--- src/rtl/hx_pkg.sv ---
package hx_pkg;
  localparam int unsigned HX_ADDR_W      = 32;
  localparam int unsigned HX_EXT_W       = 5;
  localparam int unsigned HX_BYPASS_LOG2 = 24;

  typedef enum logic [0:0] {
    HX_IDLE    = 1'b0,
    HX_REFRESH = 1'b1
  } hx_state_e;
endpackage

--- src/rtl/hx_xlate.sv ---
module hx_xlate #(
  parameter int unsigned ADDR_W      = hx_pkg::HX_ADDR_W,
  parameter int unsigned EXT_W       = hx_pkg::HX_EXT_W,
  parameter int unsigned BYPASS_LOG2 = hx_pkg::HX_BYPASS_LOG2
) (
  input  logic [ADDR_W-1:0] addr,
  input  logic [EXT_W-1:0]  held,
  output logic              bypass,
  output logic [EXT_W-1:0]  ext,
  output logic [ADDR_W-1:0] offset,
  output logic [ADDR_W-1:0] bus,
  output logic              need_upd
);
  localparam int unsigned EXT_LSB = ADDR_W - EXT_W;

  function automatic logic below_threshold(input logic [ADDR_W-1:0] a);
    return ~|a[ADDR_W-1:BYPASS_LOG2];
  endfunction

  function automatic logic [EXT_W-1:0] ext_of(input logic [ADDR_W-1:0] a);
    return a[ADDR_W-1:EXT_LSB];
  endfunction

  function automatic logic [ADDR_W-1:0] strip_ext(input logic [ADDR_W-1:0] a);
    return {{EXT_W{1'b0}}, a[EXT_LSB-1:0]};
  endfunction

  always_comb begin
    bypass   = below_threshold(addr);
    ext      = ext_of(addr);
    offset   = bypass ? addr : strip_ext(addr);
    bus      = bypass ? addr : {ext, offset[EXT_LSB-1:0]};
    need_upd = !bypass && (ext != held);
  end
endmodule

--- src/rtl/hx_ext_reg.sv ---
module hx_ext_reg #(
  parameter int unsigned EXT_W = hx_pkg::HX_EXT_W
) (
  input  logic             clk,
  input  logic             rst_n,
  input  logic             wr_en,
  input  logic [EXT_W-1:0] wr_data,
  output logic [EXT_W-1:0] rd_value
);
  logic [EXT_W-1:0] value_q;

  always_ff @(posedge clk) begin
    if (!rst_n)     value_q <= '0;
    else if (wr_en) value_q <= wr_data;
  end

  assign rd_value = value_q;
endmodule

--- src/rtl/hx_ctrl.sv ---
module hx_ctrl #(
  parameter int unsigned ADDR_W = hx_pkg::HX_ADDR_W,
  parameter int unsigned EXT_W  = hx_pkg::HX_EXT_W
) (
  input  logic              clk,
  input  logic              rst_n,
  input  logic              lk_valid,
  input  logic              wr_valid,
  output logic              lk_ready,
  output logic              wr_ready,
  input  logic              x_need_upd,
  input  logic [EXT_W-1:0]  x_ext,
  input  logic [ADDR_W-1:0] x_offset,
  input  logic [ADDR_W-1:0] x_bus,
  input  logic [EXT_W-1:0]  reg_value,
  output logic [EXT_W-1:0]  held_q,
  output logic              reg_wr_en,
  output logic [EXT_W-1:0]  reg_wr_data,
  output logic              rsp_valid,
  output logic [ADDR_W-1:0] rsp_offset,
  output logic [ADDR_W-1:0] rsp_bus_addr,
  output logic              acc_lookup,
  output logic              upd_fire,
  output logic              refresh_fire
);
  import hx_pkg::*;

  hx_state_e state_q;
  logic      acc_write;
  logic      acc_any;

  assign lk_ready     = (state_q == HX_IDLE);
  assign wr_ready     = (state_q == HX_IDLE) && !lk_valid;
  assign acc_lookup   = lk_valid && lk_ready;
  assign acc_write    = wr_valid && wr_ready;
  assign acc_any      = acc_lookup || acc_write;
  assign upd_fire     = acc_any && x_need_upd;
  assign refresh_fire = (state_q == HX_REFRESH);
  assign reg_wr_en    = upd_fire;
  assign reg_wr_data  = x_ext;

  always_ff @(posedge clk) begin
    if (!rst_n) begin
      state_q      <= HX_IDLE;
      held_q       <= '0;
      rsp_valid    <= 1'b0;
      rsp_offset   <= '0;
      rsp_bus_addr <= '0;
    end else begin
      rsp_valid <= acc_lookup;
      if (acc_lookup) begin
        rsp_offset   <= x_offset;
        rsp_bus_addr <= x_bus;
      end
      case (state_q)
        HX_IDLE:    if (upd_fire) state_q <= HX_REFRESH;
        HX_REFRESH: begin
          held_q  <= reg_value;
          state_q <= HX_IDLE;
        end
        default:    state_q <= HX_IDLE;
      endcase
    end
  end
endmodule

--- src/rtl/hx_sparse_ext.sv ---
module hx_sparse_ext #(
  parameter int unsigned ADDR_W      = hx_pkg::HX_ADDR_W,
  parameter int unsigned EXT_W       = hx_pkg::HX_EXT_W,
  parameter int unsigned BYPASS_LOG2 = hx_pkg::HX_BYPASS_LOG2
) (
  input  logic              clk,
  input  logic              rst_n,
  input  logic              lk_valid,
  output logic              lk_ready,
  input  logic [ADDR_W-1:0] lk_addr,
  input  logic              wr_valid,
  output logic              wr_ready,
  input  logic [ADDR_W-1:0] wr_addr,
  output logic              rsp_valid,
  output logic [ADDR_W-1:0] rsp_offset,
  output logic [ADDR_W-1:0] rsp_bus_addr,
  output logic [ADDR_W-1:0] ext_rd_addr
);
  localparam int unsigned EXT_LSB = ADDR_W - EXT_W;

  function automatic logic [ADDR_W-1:0] byte_form(input logic [EXT_W-1:0] e);
    return {e, {EXT_LSB{1'b0}}};
  endfunction

  logic [ADDR_W-1:0] sel_addr;
  logic              x_bypass;
  logic [EXT_W-1:0]  x_ext;
  logic [ADDR_W-1:0] x_offset;
  logic [ADDR_W-1:0] x_bus;
  logic              x_need_upd;
  logic [EXT_W-1:0]  held_q;
  logic [EXT_W-1:0]  reg_value;
  logic              reg_wr_en;
  logic [EXT_W-1:0]  reg_wr_data;
  logic              acc_lookup;
  logic              upd_fire;
  logic              refresh_fire;

  assign sel_addr = lk_valid ? lk_addr : wr_addr;

  hx_xlate #(.ADDR_W(ADDR_W), .EXT_W(EXT_W), .BYPASS_LOG2(BYPASS_LOG2)) xlate_i (
    .addr     (sel_addr),
    .held     (held_q),
    .bypass   (x_bypass),
    .ext      (x_ext),
    .offset   (x_offset),
    .bus      (x_bus),
    .need_upd (x_need_upd)
  );

  hx_ext_reg #(.EXT_W(EXT_W)) ext_reg_i (
    .clk      (clk),
    .rst_n    (rst_n),
    .wr_en    (reg_wr_en),
    .wr_data  (reg_wr_data),
    .rd_value (reg_value)
  );

  hx_ctrl #(.ADDR_W(ADDR_W), .EXT_W(EXT_W)) ctrl_i (
    .clk          (clk),
    .rst_n        (rst_n),
    .lk_valid     (lk_valid),
    .wr_valid     (wr_valid),
    .lk_ready     (lk_ready),
    .wr_ready     (wr_ready),
    .x_need_upd   (x_need_upd),
    .x_ext        (x_ext),
    .x_offset     (x_offset),
    .x_bus        (x_bus),
    .reg_value    (reg_value),
    .held_q       (held_q),
    .reg_wr_en    (reg_wr_en),
    .reg_wr_data  (reg_wr_data),
    .rsp_valid    (rsp_valid),
    .rsp_offset   (rsp_offset),
    .rsp_bus_addr (rsp_bus_addr),
    .acc_lookup   (acc_lookup),
    .upd_fire     (upd_fire),
    .refresh_fire (refresh_fire)
  );

  assign ext_rd_addr = byte_form(held_q);
endmodule

--- config.mk ---
export PLATFORM = sky130hd
export DESIGN_NAME = hx_sparse_ext
export DESIGN_NICKNAME = d
export VERILOG_FILES = /design/src/rtl/hx_pkg.sv /design/src/rtl/hx_xlate.sv /design/src/rtl/hx_ext_reg.sv /design/src/rtl/hx_ctrl.sv /design/src/rtl/hx_sparse_ext.sv
export SDC_FILE = /design/constraint.sdc
export NUM_CORES = 1
export LEC_CHECK = 0
export ABC_AREA = 1
export BUFFER_PORTS_ARGS = -buffer_cell sky130_fd_sc_hd__buf_2
export CAP_MARGIN = 20
export CORE_MARGIN = 2
export CORE_UTILIZATION = 37
export DETAILED_ROUTE_END_ITERATION = 10
export GPL_TIMING_DRIVEN = 0
export PLACE_DENSITY = 0.77
export SYNTH_ARGS = -nofsm -noshare
export SYNTH_HDL_FRONTEND = slang
export SYNTH_SLANG_ARGS = --single-unit
--- constraint.sdc ---
create_clock -name clk -period 1.3 [get_ports clk]
set_clock_uncertainty 0.15 [all_clocks]
set_input_delay 0.13 -clock clk [delete_from_list [all_inputs] [get_ports clk]]
set_output_delay 0.13 -clock clk [all_outputs]
set_load 0.1 [all_outputs]
==> impl_metrics.tcl, run 1 <==
set metrics [dict create \
    status "finished, violations left" \
    crit_path_start_kind "flip-flop" \
    initial_utilization_pct 38.9 \
    multi_input_area_sq_um 955 \
    dpl.hpwl_um 4520 \
    portBuffers 114 \
    viasPerCell 4.37 \
    ff_latch_area_sq_mm 0.00112 \
    synth_common_cells "nor2_1, buf_4, dfxtp_1" \
    die-area_sq_mm 0.00699 \
    vias 2537 \
    core-area_sq_mm 0.00603 \
    hold_path.class "primary input to flip-flop" \
    r2r_cells 6 \
    rows 28 \
    cts_tree "done" \
    period_share_pct 102 \
    crit_arrival_ns 1.41 \
    drc 0 \
    rsz0062_at_grt "yes" \
    gr-total-overflow 0 \
    power_density_mw_per_mm2 1350 \
    synth_edf_count 0 \
    first_global_vias 2417 \
    r2r-end "ext_reg_i.rd_value[3]$_SDFFE_PN0P_" \
    worstPathMaxFanout 9 \
    synth_top_area_share_pct 41.9 \
    clock-sinks 49 \
    min_to "ctrl_i.rsp_bus_addr[0]$_SDFFE_PN0P_" \
    totalWireLength_um 6910 \
    grt_pass1_wl_um 11300 \
    final_util_pct 67.8 \
    r2r_setup_slack_ns -0.02 \
    period_needed_ns 1.32 \
    synth_top_cell_by_area "dfxtp_1" \
    r2r_start "ctrl_i.refresh_fire$_SDFF_PP0_" \
    yosysUniqueCellTypes 19 \
    required_ns 1.39 \
    violations "negative setup slack" \
    yosysWarningCount 0 \
    layout.nets 573 \
    antenna_left 0 \
    cts_root_buf "clkbuf_8" \
    fp.dieW_um 83.6 \
    n_fill_cell 472 \
    endpoint_kind "flip-flop" \
    ir_drop_mv 0.816 \
    cts.path.max_buffers 2 \
    min_path_cells 3 \
    post_drt_wl_per_cell_um 11.9 \
    ios 167 \
    die-height_um 83.6 \
    antenna_cells 0 \
    grt_start_max_net_pins 15 \
    synth.most_common_cell "nor2_1" \
    cts_max_level 2 \
    cts_buffers 5 \
    ys_seq_area_share_pct 41.9 \
    max_freq_mhz 756 \
    holdWs_ns 0.120 \
    drive_gt1_share_pct 49.6 \
    gp_congestion 0.826 \
    ys_ff_latch 49 \
    clock_latency_ns 0.29 \
    cap_violations 0 \
    grtUsageTotal_pct 19.5 \
    grt_antenna_before_repair 0 \
    setup_tns_ns -0.0907 \
    syn_area_per_cell_sq_um 7.28 \
    drt_iter0_drc 43 \
    syn2layout_area_growth_pct 74.3 \
    timing.final.max_slew_violations 0 \
    synth_ff_type "dfxtp_1" \
    synthTopCellsByArea "dfxtp_1, buf_4, nor2_1, o21ai_0, nand2_1" \
    path_class "flip-flop to flip-flop" \
    setup_slack_ns -0.0229 \
    setup_viol 5 \
    syn_area_sq_mm 0.00234 \
    clk_pin_slew_ns 0.09 \
    async_flop_share_pct 0 \
    drt_first_pass_iters 4 \
    min_from "rst_n" \
    synth_cells 322 \
    p_leak_uw 0.00211 \
    hold_violations 0 \
]
-- layer usage --
layer / vias up / part of all wire, % / track usage [%]
met5: - / 0 / 0
met4: 0 / 0.72 / 4.11
met3: 6 / 7.2 / 4.65
met2: 107 / 53 / 35.9
met1: 1129 / 39 / 22.8
li1: 1295 / - / -
-- stage by stage --
stage                     cell area (sq um)  setup slack (ns)  total power [uW]  std cells
after floorplan                        2590            -0.158              3850        348
after global placement                 3260            -0.197              4140        537
after detailed placement               3260            -0.216              4160        537
after CTS                              4000          -0.00105              5470        578
after global routing                   4080            -0.160              5730        581
final                                  4080           -0.0229              5510        581
-- cell type report --
type                            instances  share of cell area, %
Buffer                                 69                   12.8
Clock buffer                            6                   1.78
Clock inverter                          2                  0.827
Inverter                               14                   1.47
Multi-Input combinational cell        216                   23.4
Sequential cell                        49                   27.4
Tap cell                               75                   2.30
Timing Repair Buffer                  150                   30.1
-- what timing repair did --
action	4_1_cts	5_1_grt
buffers inserted	1	1
pin swaps	2	2
hold buffers	32	0
setup endpoints to repair	110	42
gates cloned	0	2
gates resized for setup	111	40
hold endpoints to repair	32	0
-- cells in the final DEF (no fill, tap or decap), drive strengths merged --
master and n:
buf 182, a21oi 8, dlygate4sd3 32, xor2 1, nand2 46, nand3b 2
inv 14, conb 27, o21ai 33, nand3 14, a211oi 2, clkinv 1
bufinv 1, dfxtp 49, clkbuf 11, nor2 83
-- worst max-delay path by stage --
stage,from,to,slack (ns),cells after the start
3_5_place_dp,ctrl_i.refresh_fire$_SDFF_PP0_,ctrl_i.rsp_bus_addr[17]$_SDFFE_PN0P_,-0.22,5
3_3_place_gp,ctrl_i.refresh_fire$_SDFF_PP0_,ctrl_i.rsp_bus_addr[19]$_SDFFE_PN0P_,-0.20,5
6_report,ctrl_i.refresh_fire$_SDFF_PP0_,ext_reg_i.rd_value[3]$_SDFFE_PN0P_,-0.02,6
2_1_floorplan,ctrl_i.held_q[3]$_SDFFE_PN0P_,ext_reg_i.rd_value[0]$_SDFFE_PN0P_,-0.16,7
5_1_grt,ctrl_i.held_q[3]$_SDFFE_PN0P_,ext_reg_i.rd_value[4]$_SDFFE_PN0P_,-0.16,7
4_1_cts,ctrl_i.held_q[4]$_SDFFE_PN0P_,ext_reg_i.rd_value[4]$_SDFFE_PN0P_,-0.001,7
-- power breakdown --
group	internal (uW)	switching (uW)
logic	698	2050
registers	1620	101
clock network	568	463
-- kinds of logic (layout without fill, tap and decap cells) --
kind of cell / Yosys count / in the layout / synth area share, %
DFF: 49 / 49 / 41.9
buffers and inverters: 83 / 241 / 23.4
AOI/OAI and AO/OA: 43 / 43 / 9.40
xor gates and xnor gates: 1 / 1 / 0.374
and+or+nand+nor: 145 / 145 / 24.8
other: 1 / 27 / 0.160
-- worst max-delay path: stages (launching register included) --
cell	delay, ns
dfxtp_4	0.39
inv_8	0.09
o21ai_1	0.08
nor2_2	0.18
buf_2	0.21
a21oi_1	0.08
nor2_1	0.09
-- state kept, by name, indices dropped and copies added (netlist names) --
name	cells
ctrl_i.held_q	5
ctrl_i.rsp_bus_addr	32
ctrl_i.rsp_offset	5
ctrl_i.rsp_valid	1
ext_reg_i.rd_value	5
ctrl_i.refresh_fire	1
Note: power is estimated with default switching activity, not from simulation.
==> run 2: changes to the inputs <==
--- a/config.mk
+++ b/config.mk
@@ -13,6 +13,7 @@
 export DETAILED_ROUTE_END_ITERATION = 10
 export GPL_TIMING_DRIVEN = 0
 export PLACE_DENSITY = 0.77
+export SKIP_CTS_REPAIR_TIMING = 1
 export SYNTH_ARGS = -nofsm -noshare
 export SYNTH_HDL_FRONTEND = slang
 export SYNTH_SLANG_ARGS = --single-unit
==> run 2 against run 1 <==
- the flow finishes with violations (negative hold slack, negative setup slack)
- critical path depth shrank 5
- die area is the same
- sequential share of layout area grew 0.24 points
- register-to-register slack is essentially flat
- critical endpoint is now ext_rd_addr[30]
- largest power group unchanged
- highest routed layer unchanged
==> impl_metrics.tcl, run 2 (synthesis gave the netlist of run 1 again) <==
set metrics [dict create \
    status "finished, violations left" \
    violations "negative hold slack, negative setup slack" \
    drive_gt1_share_pct 49.6 \
    critical_path.n_buffers_inverters 1 \
    rows 28 \
    vias 2535 \
    place_inst 537 \
    crit_path_start_kind "flip-flop" \
    portBuffers 114 \
    gp_congestion 0.826 \
    cts_root_buf "clkbuf_8" \
    die-height_um 83.6 \
    cts_buffers 5 \
    p_leak_uw 0.00208 \
    clk_pin_slew_ns 0.09 \
    clock-sinks 49 \
    cts.path.max_buffers 2 \
    cts_tree "done" \
    max_freq_mhz 735 \
    ios 167 \
    cts_max_level 2 \
    critPathSlowestCell "buf_2" \
    timing.final.max_slew_violations 0 \
    crit_family "buffers and inverters" \
    die-area_sq_mm 0.00699 \
    viasPerCell 4.38 \
    min_from "lk_addr[29]" \
    required_ns 1.02 \
    period_share_pct 105 \
    hold_path.class "primary input to flip-flop" \
    cp_cell_sequence "buf_2" \
    grt_antenna_before_repair 0 \
    crit_arrival_ns 1.08 \
    grt_start_max_net_pins 15 \
    setup_viol 6 \
    setup_slack_ns -0.0614 \
    power_density_mw_per_mm2 1350 \
    syn2layout_area_growth_pct 72.8 \
    worstPathMaxFanout 4 \
    antenna_cells 0 \
    period_needed_ns 1.36 \
    final_cell_mix "nor2_1, buf_4, buf_2" \
    clock_latency_ns 0.30 \
    endpoint_kind "output port" \
    final_common_cell "nor2_1" \
    drt_first_pass_iters 4 \
    cap_violations 0 \
    startpoint "ctrl_i.held_q[3]$_SDFFE_PN0P_" \
    ir_drop_mv 0.804 \
    first_global_vias 2133 \
    layout.nets 571 \
    final_util_pct 67.2 \
    rsz0062_at_grt "yes" \
    holdWs_ns -0.0436 \
    grtUsageTotal_pct 16.3 \
    regMostFlops "ctrl_i.rsp_bus_addr" \
    r2r_start "ctrl_i.refresh_fire$_SDFF_PP0_" \
    gr-total-overflow 0 \
    dpl.hpwl_um 4520 \
    post_drt_wl_per_cell_um 12.0 \
    antenna_left 0 \
    largest_reg_flops 32 \
    grt_pass1_wl_um 9540 \
    totalWireLength_um 6970 \
    stdcell_count 579 \
    fp.dieW_um 83.6 \
    initial_utilization_pct 38.9 \
    drc 0 \
    cp_slowest_stage_delay_ns 0.42 \
    core-area_sq_mm 0.00603 \
    drt_iter0_drc 50 \
    path_class "flip-flop to output port" \
    hold_violations 1 \
]
## run 2: cell count changes in the layout (fill, tap and decap cells not counted), moves of 2 or more
cell           change
a211oi_1           -2
a211oi_2           +2
buf_4             -38
buf_6              -3
clkbuf_4          +40
dlygate4sd3_1      -2
o21ai_0            +8
o21ai_1            -7
## run 2: area by class of cell
cell class              count  area, sq um
plain buffers              69          513
clock buffers               6         72.6
inverters                  14         57.6
multi-input cells         216          956
well taps                  75         93.8
clock inverters             2         33.8
repair buffers            148         1200
flip-flops and latches     49         1120
fillers                   483         1980
## run 2: through the flow
step                      power [uW]  cell area, sq um  setup slack, ns  TNS [ns]
after floorplan                 3850              2590           -0.158    -0.851
after global placement          4140              3260           -0.197     -5.25
after detailed placement        4160              3260           -0.216     -5.73
after CTS                       5200              3360           -0.242    -11.88
after global routing            5700              4050           -0.138     -2.87
final                           5480              4050          -0.0614   -0.0856
## run 2: report_power, final
part           internal, uW  total (uW)  switching (uW)
combinational           672        2720            2050
clock                   568        1030             466
sequential             1620        1720            97.7
## run 2: final timing paths
kind,end,slack [ns],cells past startpoint
max,ext_rd_addr[30],-0.06,1
min,ctrl_i.rsp_bus_addr[29]$_SDFFE_PN0P_,-0.04,3
max reg2reg,ctrl_i.rsp_bus_addr[8]$_SDFFE_PN0P_,-0.01,5
min reg2reg,ctrl_i.rsp_offset[31]$_SDFFE_PN0P_,0.29,2
## run 2: routing by layer
layer	GRT usage (%)	wire, um	up-vias
li1	-	-	1291
met1	19.7	2780	1134
met2	29.0	3650	100
met3	4.45	464	10
met4	3.08	78	0
met5	0	0	-
==> run 3: changes to the inputs <==
--- a/config.mk
+++ b/config.mk
@@ -8,6 +8,7 @@
 export ABC_AREA = 1
 export BUFFER_PORTS_ARGS = -buffer_cell sky130_fd_sc_hd__buf_2
 export CAP_MARGIN = 20
+export CORE_ASPECT_RATIO = 0.8
 export CORE_MARGIN = 2
 export CORE_UTILIZATION = 37
 export DETAILED_ROUTE_END_ITERATION = 10
==> constraint.sdc (replaced) <==
create_clock -name clk -period 1.1 [get_ports clk]
set_clock_uncertainty 0.15 [all_clocks]
set_input_delay 0.11 -clock clk [delete_from_list [all_inputs] [get_ports clk]]
set_output_delay 0.11 -clock clk [all_outputs]
set_load 0.1 [all_outputs]
==> run 3 against run 2 <==
- the flow finishes with violations (negative setup slack)
- setup slack got worse by 0.32 ns
- sequential power rose by 26%
- final cell count rose by 3.5%
- clock power rose by 9%
- global-route usage rose by 0.53 points
- count of clock-buffer cells in the layout did not move
- core utilization rose by 21 points
- via count rose by 15%
- hold slack improved by 0.12 ns
- sequential share of layout area fell by 6.4 points
- power rose by 36%
- flip-flop and latch count did not move
- largest cell class unchanged
- largest power group unchanged
- highest routed layer unchanged
==> impl_metrics.tcl, run 3 (synthesis gave the netlist of run 1 again) <==
set metrics [dict create \
    critPathSlowestCell "dfxtp_4" \
    p_switching_uw 3590 \
    cts_tree "done" \
    cts_buffers 5 \
    power.share.clock_pct 15.1 \
    grtUsageTotal_pct 16.8 \
    core-area_sq_mm 0.00601 \
    cts.path.max_buffers 2 \
    largest_reg_flops 32 \
    gp_congestion 0.805 \
    die-area_sq_mm 0.00699 \
    regMostFlops "ctrl_i.rsp_bus_addr" \
    vias 2908 \
    crit_path_start_kind "flip-flop" \
    p_seq_share_pct 29.0 \
    post_drt_wl_per_cell_um 19.8 \
    cap_violations 0 \
    crit_family "simple AND/OR/NAND/NOR gates" \
    comb_power_share_pct 55.9 \
    tightestPinTransition_ns 0.697 \
    place_inst 543 \
    rsz0062_at_grt "yes" \
    violations "negative setup slack" \
    syn2layout_area_growth_pct 127 \
    ios 167 \
    stdcell_area_sq_mm 0.00532 \
    cp_slowest_stage_delay_ns 0.40 \
    path_class "flip-flop to flip-flop" \
    rows 25 \
    p_leak_uw 0.00245 \
    placed_area_sq_mm 0.00345 \
    cts_max_level 2 \
    crit_arrival_ns 1.56 \
    setup_viol 116 \
    final_cell_mix "nor2_1, buf_12, nand2_1, buf_2, buf_6" \
    hold_violations 0 \
    first_global_vias 2069 \
    endpoint_kind "flip-flop" \
    drt_first_pass_iters 5 \
    grt_start_max_net_pins 16 \
    setup_slack_ns -0.381 \
    initial_utilization_pct 39.0 \
    critical_path.n_buffers_inverters 2 \
    portBuffers 114 \
    stdcell_count 599 \
    period_needed_ns 1.48 \
    drc 0 \
    die-height_um 75.2 \
    gr-total-overflow 0 \
    final_util_pct 88.6 \
    clock_latency_ns 0.31 \
    antenna_left 0 \
    timing.final.max_slew_violations 0 \
    totalWireLength_um 11800 \
    slew_headroom_pct 53.5 \
    antenna_cells 0 \
    ir_drop_mv 0.803 \
    drt_iter0_drc 182 \
    period_share_pct 135 \
    max_freq_mhz 675 \
    clk_pin_slew_ns 0.10 \
    layout.nets 585 \
    cp_cell_sequence "nor2_4 > buf_12 > buf_8 > o21ai_2 > nor2_1" \
    setup_tns_ns -17.56 \
    status "finished, violations left" \
    power_density_mw_per_mm2 1400 \
    cts_root_buf "clkbuf_8" \
    drive_gt1_share_pct 57.3 \
    grt_antenna_before_repair 0 \
    grt_pass1_wl_um 9300 \
    netSwitchingFraction_pct 48.2 \
    fp.dieW_um 93.0 \
    viasPerCell 4.85 \
    clock-sinks 49 \
    hold_path.class "primary input to flip-flop" \
    p_int_uw 3860 \
    power.total_uw 7460 \
    dpl.hpwl_um 4920 \
    worstPathMaxFanout 8 \
    required_ns 1.18 \
]
==> run 3: area by class of cell <==
class / instances / area (sq um)
Clock buffer: 6 / 72.6
Tap cell: 81 / 101
Buffer: 67 / 642
Fill cell: 210 / 687
Inverter: 14 / 67.6
Sequential cell: 49 / 1130
Timing Repair Buffer: 164 / 2200
Multi-Input combinational cell: 216 / 1090
Clock inverter: 2 / 15.0
==> run 3: final timing paths <==
kind	slack, ns	cells past startpoint	end	from
max reg2reg	-0.38	5	ctrl_i.rsp_bus_addr[19]$_SDFFE_PN0P_	ctrl_i.refresh_fire$_SDFF_PP0_
min reg2reg	0.33	2	ctrl_i.rsp_offset[29]$_SDFFE_PN0P_	ctrl_i.rsp_offset[29]$_SDFFE_PN0P_
max	-0.38	5	ctrl_i.rsp_bus_addr[19]$_SDFFE_PN0P_	ctrl_i.refresh_fire$_SDFF_PP0_
min	0.08	3	ctrl_i.held_q[2]$_SDFFE_PN0P_	rst_n
==> run 3: worst min-delay path, stage by stage <==
cell	delay (ns)
clkbuf_2	0.23
o21ai_4	0.12
a21oi_1	0.05
==> run 3: per-stage QoR <==
step,worst slack (ns),hold slack (ns)
6_report,-0.381,0.0776
5_1_grt,-0.419,0.0784
4_1_cts,-0.364,-0.150
3_5_place_dp,-0.393,0.170
3_3_place_gp,-0.367,0.169
2_1_floorplan,-0.348,0.0625
==> run 3: routing by layer <==
layer	global-route usage, %	wire (um)
met5	0	0
met4	4.90	255
met3	3.50	988
met2	30.6	5950
met1	20.4	4650
==> run 3: power groups by stage <==
| stage | registers, uW | clock network, uW | logic (uW) |
|---|---|---|---|
| global route | 2180 | 1200 | 4270 |
| global placement | 2080 | 0 | 2940 |
| detailed placement | 2090 | 0 | 2960 |
| CTS | 2050 | 1070 | 2960 |
| floorplan | 2960 | 0 | 1720 |
| finish | 2160 | 1120 | 4170 |
